## config.mk

```make
export PLATFORM = sky130hd
export DESIGN_NAME = buck_seq_ctrl
export DESIGN_NICKNAME = d
export VERILOG_FILES = /design/src/rtl/buck_seq_pkg.sv /design/src/rtl/bseq_timer.sv /design/src/rtl/bseq_ramp.sv /design/src/rtl/bseq_retry.sv /design/src/rtl/buck_seq_ctrl.sv
export SDC_FILE = /design/constraint.sdc
export NUM_CORES = 1
export LEC_CHECK = 0
export CAP_MARGIN = 0
export CORE_UTILIZATION = 56
export CTS_BUF_LIST = sky130_fd_sc_hd__clkbuf_16
export CTS_CLUSTER_SIZE = 8
export DETAILED_ROUTE_END_ITERATION = 6
export PLACE_DENSITY_LB_ADDON = 0.25
export SYNTH_ARGS = -nofsm -noshare
export SYNTH_HDL_FRONTEND = slang
export SYNTH_SLANG_ARGS = --single-unit
```

## constraint.sdc

```tcl
create_clock -name clk -period 2.8 [get_ports clk]
set_clock_uncertainty 0.15 [all_clocks]
set_input_delay 0.7 -clock clk [delete_from_list [all_inputs] [get_ports clk]]
set_output_delay 0.7 -clock clk [all_outputs]
set_load 0.02 [all_outputs]
```

## src/rtl/buck_seq_pkg.sv

```systemverilog
package buck_seq_pkg;
  typedef enum logic [3:0] {
    ST_OFF,
    ST_DELAY,
    ST_RAMP,
    ST_RUN,
    ST_UVWAIT,
    ST_OCSTOP,
    ST_DISCHG,
    ST_LATCH_OV,
    ST_LATCH_OFF
  } seq_state_t;
endpackage

```

## src/rtl/bseq_timer.sv

```systemverilog
module bseq_timer #(
  parameter int TM_W = 16
) (
  input  logic            clk,
  input  logic            rst,
  input  logic            load,
  input  logic [TM_W-1:0] load_val,
  input  logic            tick,
  output logic            done
);
  logic [TM_W-1:0] cnt;

  always_ff @(posedge clk) begin
    if (rst)                    cnt <= '0;
    else if (load)              cnt <= load_val;
    else if (tick && cnt != '0) cnt <= cnt - 1'b1;
  end

  assign done = (cnt == '0);

  assert_timer_monotone_R1: assert property (@(posedge clk) disable iff (rst)
    !load |=> (cnt <= $past(cnt)));
endmodule

```

## src/rtl/bseq_ramp.sv

```systemverilog
module bseq_ramp #(
  parameter int REF_W = 10,
  parameter int ARM   = 819
) (
  input  logic             clk,
  input  logic             rst,
  input  logic             clr,
  input  logic             step,
  output logic [REF_W-1:0] code,
  output logic             full,
  output logic             armed
);
  localparam logic [REF_W-1:0] MAXC = {REF_W{1'b1}};

  always_ff @(posedge clk) begin
    if (rst || clr)         code <= '0;
    else if (step && !full) code <= code + 1'b1;
  end

  assign full  = (code == MAXC);
  assign armed = (int'(code) >= ARM);

  assert_ref_unit_step_R2: assert property (@(posedge clk) disable iff (rst)
    (!$past(clr) && code != $past(code)) |-> (code == $past(code) + 1'b1));
endmodule

```

## src/rtl/bseq_retry.sv

```systemverilog
module bseq_retry #(
  parameter int MAX_RETRY = 4
) (
  input  logic clk,
  input  logic rst,
  input  logic clr,
  input  logic inc,
  output logic spent
);
  localparam int CW = $clog2(MAX_RETRY + 1);
  logic [CW-1:0] cnt;

  always_ff @(posedge clk) begin
    if (rst || clr)         cnt <= '0;
    else if (inc && !spent) cnt <= cnt + 1'b1;
  end

  assign spent = (int'(cnt) == MAX_RETRY);

  assert_retry_bound_R7: assert property (@(posedge clk) disable iff (rst)
    int'(cnt) <= MAX_RETRY);
endmodule

```

## src/rtl/buck_seq_ctrl.sv

```systemverilog
module buck_seq_ctrl
  import buck_seq_pkg::*;
#(
  parameter int REF_W     = 10,
  parameter int TM_W      = 16,
  parameter int START_DLY = 64,
  parameter int UV_DLY    = 64,
  parameter int PG_DLY    = 3,
  parameter int MAX_RETRY = 4
) (
  input  logic             clk,
  input  logic             rst,
  input  logic             sw_tick,
  input  logic             supply_ok,
  input  logic             enable,
  input  logic             ov_flag,
  input  logic             uv_flag,
  input  logic             oc1_flag,
  input  logic             oc2_flag,
  input  logic             below_dis,
  input  logic             pwm_pulse,
  output logic [REF_W-1:0] ref_code,
  output logic             hs_en,
  output logic             ls_en,
  output logic             pgood,
  output logic             dis_en
);
  localparam int ARM_CODE = ((1 << REF_W) * 4) / 5;
  localparam logic [TM_W-1:0] T_START = TM_W'(START_DLY);
  localparam logic [TM_W-1:0] T_UV    = TM_W'(UV_DLY);
  localparam logic [TM_W-1:0] T_PG    = TM_W'(PG_DLY);

  seq_state_t state, state_n;
  logic tm_load, tm_done;
  logic [TM_W-1:0] tm_val;
  logic rp_clr, rp_step, rp_full, rp_armed;
  logic rt_inc, rt_spent;
  logic seen_pwm, seen_n, pg_n;
  logic go, regulating;

  bseq_timer #(.TM_W(TM_W)) u_timer (
    .clk(clk), .rst(rst), .load(tm_load), .load_val(tm_val),
    .tick(sw_tick), .done(tm_done));

  bseq_ramp #(.REF_W(REF_W), .ARM(ARM_CODE)) u_ramp (
    .clk(clk), .rst(rst), .clr(rp_clr), .step(rp_step),
    .code(ref_code), .full(rp_full), .armed(rp_armed));

  bseq_retry #(.MAX_RETRY(MAX_RETRY)) u_retry (
    .clk(clk), .rst(rst), .clr(!enable), .inc(rt_inc), .spent(rt_spent));

  assign go         = enable && supply_ok;
  assign regulating = (state == ST_RAMP) || (state == ST_RUN);

  always_comb begin
    state_n = state;
    tm_load = 1'b0;
    tm_val  = '0;
    rp_step = 1'b0;
    rt_inc  = 1'b0;
    case (state)
      ST_OFF: if (go) begin
        state_n = ST_DELAY; tm_load = 1'b1; tm_val = T_START;
      end
      ST_LATCH_OV, ST_LATCH_OFF: if (!enable) state_n = ST_OFF;
      ST_DISCHG: if (below_dis) state_n = ST_OFF;
      default: begin
        if (ov_flag)                    state_n = ST_LATCH_OV;
        else if (!go)                   state_n = ST_DISCHG;
        else if (oc2_flag && regulating) state_n = ST_LATCH_OFF;
        else if (oc1_flag && regulating) begin
          if (rt_spent) state_n = ST_LATCH_OFF;
          else begin rt_inc = 1'b1; state_n = ST_OCSTOP; end
        end else begin
          case (state)
            ST_DELAY: if (tm_done) state_n = ST_RAMP;
            ST_RAMP: begin
              if (uv_flag && rp_armed) begin
                state_n = ST_UVWAIT; tm_load = 1'b1; tm_val = T_UV;
              end else if (sw_tick) begin
                if (rp_full) begin
                  state_n = ST_RUN; tm_load = 1'b1; tm_val = T_PG;
                end else rp_step = 1'b1;
              end
            end
            ST_RUN: if (uv_flag) state_n = ST_LATCH_OFF;
            ST_UVWAIT: if (tm_done) begin
              state_n = ST_DELAY; tm_load = 1'b1; tm_val = T_START;
            end
            ST_OCSTOP: if (below_dis) begin
              state_n = ST_DELAY; tm_load = 1'b1; tm_val = T_START;
            end
            default: state_n = state;
          endcase
        end
      end
    endcase
  end

  assign rp_clr = (state_n != ST_RAMP) && (state_n != ST_RUN);
  assign seen_n = ((state_n == ST_RAMP) || (state_n == ST_RUN)) && (seen_pwm || pwm_pulse);
  assign pg_n   = (state == ST_RUN) && (state_n == ST_RUN) && tm_done && !tm_load
                  && !ov_flag && !uv_flag;

  always_ff @(posedge clk) begin
    if (rst) begin
      state    <= ST_OFF;
      seen_pwm <= 1'b0;
      hs_en    <= 1'b0;
      ls_en    <= 1'b0;
      pgood    <= 1'b0;
      dis_en   <= 1'b0;
    end else begin
      state    <= state_n;
      seen_pwm <= seen_n;
      hs_en    <= (state_n == ST_RAMP) || (state_n == ST_RUN);
      ls_en    <= (state_n == ST_LATCH_OV) || seen_n;
      pgood    <= pg_n;
      dis_en   <= (state_n == ST_DISCHG) || (state_n == ST_OCSTOP);
    end
  end

  assert_discharge_gates_off_R10: assert property (@(posedge clk) disable iff (rst)
    dis_en |-> (!hs_en && !ls_en));

  assert_pgood_full_ref_R3: assert property (@(posedge clk) disable iff (rst)
    pgood |-> (ref_code == {REF_W{1'b1}}));

  assert_ov_latch_holds_R4: assert property (@(posedge clk) disable iff (rst)
    (state == ST_LATCH_OV && enable) |=> (state == ST_LATCH_OV && ls_en && !hs_en));

  assert_uv_masked_R5: assert property (@(posedge clk) disable iff (rst)
    (state == ST_RAMP && !rp_armed && go && !ov_flag && !oc1_flag && !oc2_flag)
      |=> hs_en);
endmodule

```

==> results.cfg <==
[logic_synthesis]
ys_seq_area_share_pct = 33.9
synth_top_family_by_area = simple AND/OR/NAND/NOR gates
syn_area_um2 = 2250
avgSynthCellArea_um2 = 8.11
synth_ff_type = dfxtp_1
synth_mux_area_share_pct = 0.446
syn_nets = 292
synth.area.top_cells = dfxtp_1, nor2_1, xnor2_1
synth-xor-area-share_pct = 9.75
synth-simple-area-share_pct = 34.5
syn_inst = 277
synth_top_area_cell = dfxtp_1
synth_seq_cells = 38
synth_top_area_share_pct = 33.9
async_flop_share_pct = 0
synth-edff-count = 0
synth-compound-area-share_pct = 13.4
ys_warn_count = 0
synth_adder_area_share_pct = 2.23
synth_cell_type_count = 54

[worst_setup_path]
reg2reg_depth = 8
cp_data_arrival_time_ns = 2.70
worst_path_largest_cell_delay_ns = 0.58
required_ns = 2.82
crit_path_end_kind = flop
critPathLaunchType = flop
cp_max_fo = 14
r2r_end = u_ramp.code[5]
r2r_slack_ns = 0.12
criticalPathCategory = reg -> reg
cp_slowest_cell = dfxtp_1
crit_chain = nor3b_1 > nand3_1 > a22oi_1 > o32ai_1 > a21oi_1 > nand3b_1 > buf_4 > nor2_1
crit-reg2reg-launch = state[1]

[power]
vdd_drop_max_uv = 512
pwr-share-seq_pct = 26.4
leakagePower_uw = 0.00107
p_clk_share_pct = 16.7
swShare_pct = 43.0
power_density_nw_per_um2 = 1150
p_comb_share_pct = 56.9
switchingPower_uw = 1400
p_int_uw = 1860

[placed_design]
dp.final_hpwl_um = 4120
place.port_buffers = 24
placed_area_um2 = 2680
gp_routability_congestion = 0.892

[flow_run]
cap_violations = 0

[clock_network]
clock_path_buffers = 2
post_cts_buffers = 0
cts_tree = done
cts_inserted_buffers = 5
insertion_delay_ns = 0.28
post_cts_resized = 0
cts_root_buf = clkbuf_16
ctsHoldBuffers = 0
cts_sinks = 38
cts_max_level = 2
clkSlewWorstSetupHoldPaths_ns = 0.06

[route]
firstDrtPassIters = 5
drt-vias-per-instance = 5.95
postRouteAntennaNets = 0
drt_drc_violations_left = 0
wl_per_cell_um = 15.2
vias = 2227
dr.first_iter.drc_count = 119
wirelength_um = 5680

[sta]
slew_violations = 0
hold_viol_final = 0
rsz0062_at_grt = false
relSlewSlack_pct = 62.7
holdWs_ns = 0.312
tns_ns = 0
setup_viol = 0
layout_min_cycle_time_ns = 2.68
fin_crit_sh_pct = 95.7
tightest_slew_ns = 0.559
max_freq_mhz = 373

[die]
die_w_um = 65.3
design.portCount = 25
num_rows = 22
core_um2 = 3740
die_area_um2 = 4270
die_h_um = 65.3
start_util_pct = 60.0

[finish]
n_antenna_cell = 0
fill_cells = 285
nNetsFinal = 340
syn_to_final_growth_pct = 26.0
drive_above_1_share_pct = 17.2
final_cell_area_um2 = 2830

[global_routing]
grt_use_total_pct = 29.6
antenna_found_initial = 0
grt_start_max_net_pins = 19
grt_pass1_vias = 2140
grt_pass1_wl_um = 9650
grt_overflow = 0

[hold_path]
min-delay-start = u_timer.cnt[3]
holdPathStages = 2
whs_endpoint = u_timer.cnt[3]
hp-class = reg -> reg

[outcome]
status = finished, final reports clean
==> power groups by stage <==
stage          sequential (µW)  combinational, µW  clock (µW)
3_5_place_dp               863               1790           0
4_1_cts                    855               1820         551
2_1_floorplan              814               1370           0
5_1_grt                    881               2020         577
3_3_place_gp               858               1740           0
6_report                   860               1850         542
==> worst max path at each step <==
| stage | start | to | slack, ns |
|---|---|---|---|
| 6_report | state[1] | u_ramp.code[5] | 0.12 |
| 5_1_grt | uv_flag | u_ramp.code[1] | 0.02 |
| 4_1_cts | uv_flag | pgood | 0.09 |
| 3_5_place_dp | uv_flag | pgood | -0.18 |
| 3_3_place_gp | uv_flag | pgood | -0.13 |
| 2_1_floorplan | u_timer.cnt[7] | u_timer.cnt[10] | 0.31 |
==> cells in the final DEF, fill, tap and decap left out, types with 5 or more instances in the layout <==
cell type	instances
xor2_1	6
buf_4	27
clkbuf_16	5
xnor2_1	19
dfxtp_1	38
a21oi_1	14
nor3_1	12
inv_1	10
clkdlybuf4s50_1	24
nand3b_1	5
nand3_1	15
nor2b_1	8
nor4_1	6
nand2_1	15
o21ai_0	8
nor2_1	48
==> worst max-delay path: cells and delay by family (launching register included) <==
kind                   cells  cell delay, ns
AOI/OAI and AO/OA          3            0.67
buffers and inverters      1            0.19
DFF                        1            0.58
and+or+nand+nor            4            0.97
==> per-layer routing <==
metal	GRT usage, %	routed length [µm]
met1	34.4	2380
met2	50.5	2780
met3	6.42	370
met5	0	0
met4	15.5	145
==> stage by stage <==
stage / util, % / power, µW / std cells / worst slack (ns)
final: 75.6 / 3260 / 374 / 0.121
after global placement: 71.5 / 2600 / 366 / -0.125
after CTS: 75.3 / 3230 / 374 / 0.0881
after global routing: 75.6 / 3480 / 374 / 0.0195
after floorplan: - / 2190 / 277 / 0.306
after detailed placement: 71.5 / 2650 / 366 / -0.175
==> flip-flops by register name (all words and copies together) (netlist names) <==
| register | flops |
|---|---|
| dis_en | 1 |
| seen_pwm | 1 |
| state | 4 |
| u_timer.cnt | 16 |
| u_retry.cnt | 3 |
| ls_en | 1 |
| hs_en | 1 |
| pgood | 1 |
| u_ramp.code | 10 |
==> synthesized netlist by cell type (all sizes together) (2+ instances only) <==
| cell type | number |
|---|---|
| nand3b | 5 |
| nand2b | 3 |
| a31oi | 2 |
| or2 | 3 |
| nor2b | 8 |
| o21ai | 8 |
| nand4 | 4 |
| clkbuf | 6 |
| inv | 10 |
| nor3 | 14 |
| o32ai | 2 |
| or4 | 3 |
| xor2 | 6 |
| o31ai | 2 |
| a211oi | 3 |
| or3 | 5 |
| dfxtp | 38 |
| a21oi | 14 |
| nand2 | 16 |
| and3 | 4 |
| nor2 | 52 |
| ha | 4 |
| buf | 5 |
| and3b | 3 |
| nor4 | 7 |
| xnor2 | 19 |
| nand3 | 15 |
==> cells by family (layout without fill, tap and decap cells) <==
family,count (synthesis),after routing
xor+xnor,25,25
buf+inv,21,70
compound gates,42,42
fa+ha+maj,4,4
flops,38,38
mux,1,1
simple gates,146,146
==> cell type report <==
cell class	count	area (µm²)	share of cell area, %
clock buffers	5	125	4.42
clock inverters	3	16.3	0.575
inverters	10	37.5	1.33
multi-input cells	218	1370	48.3
flip-flops and latches	38	761	26.9
well taps	48	60.1	2.12
repair buffers	52	463	16.4
(Power assumes the default switching activity.)
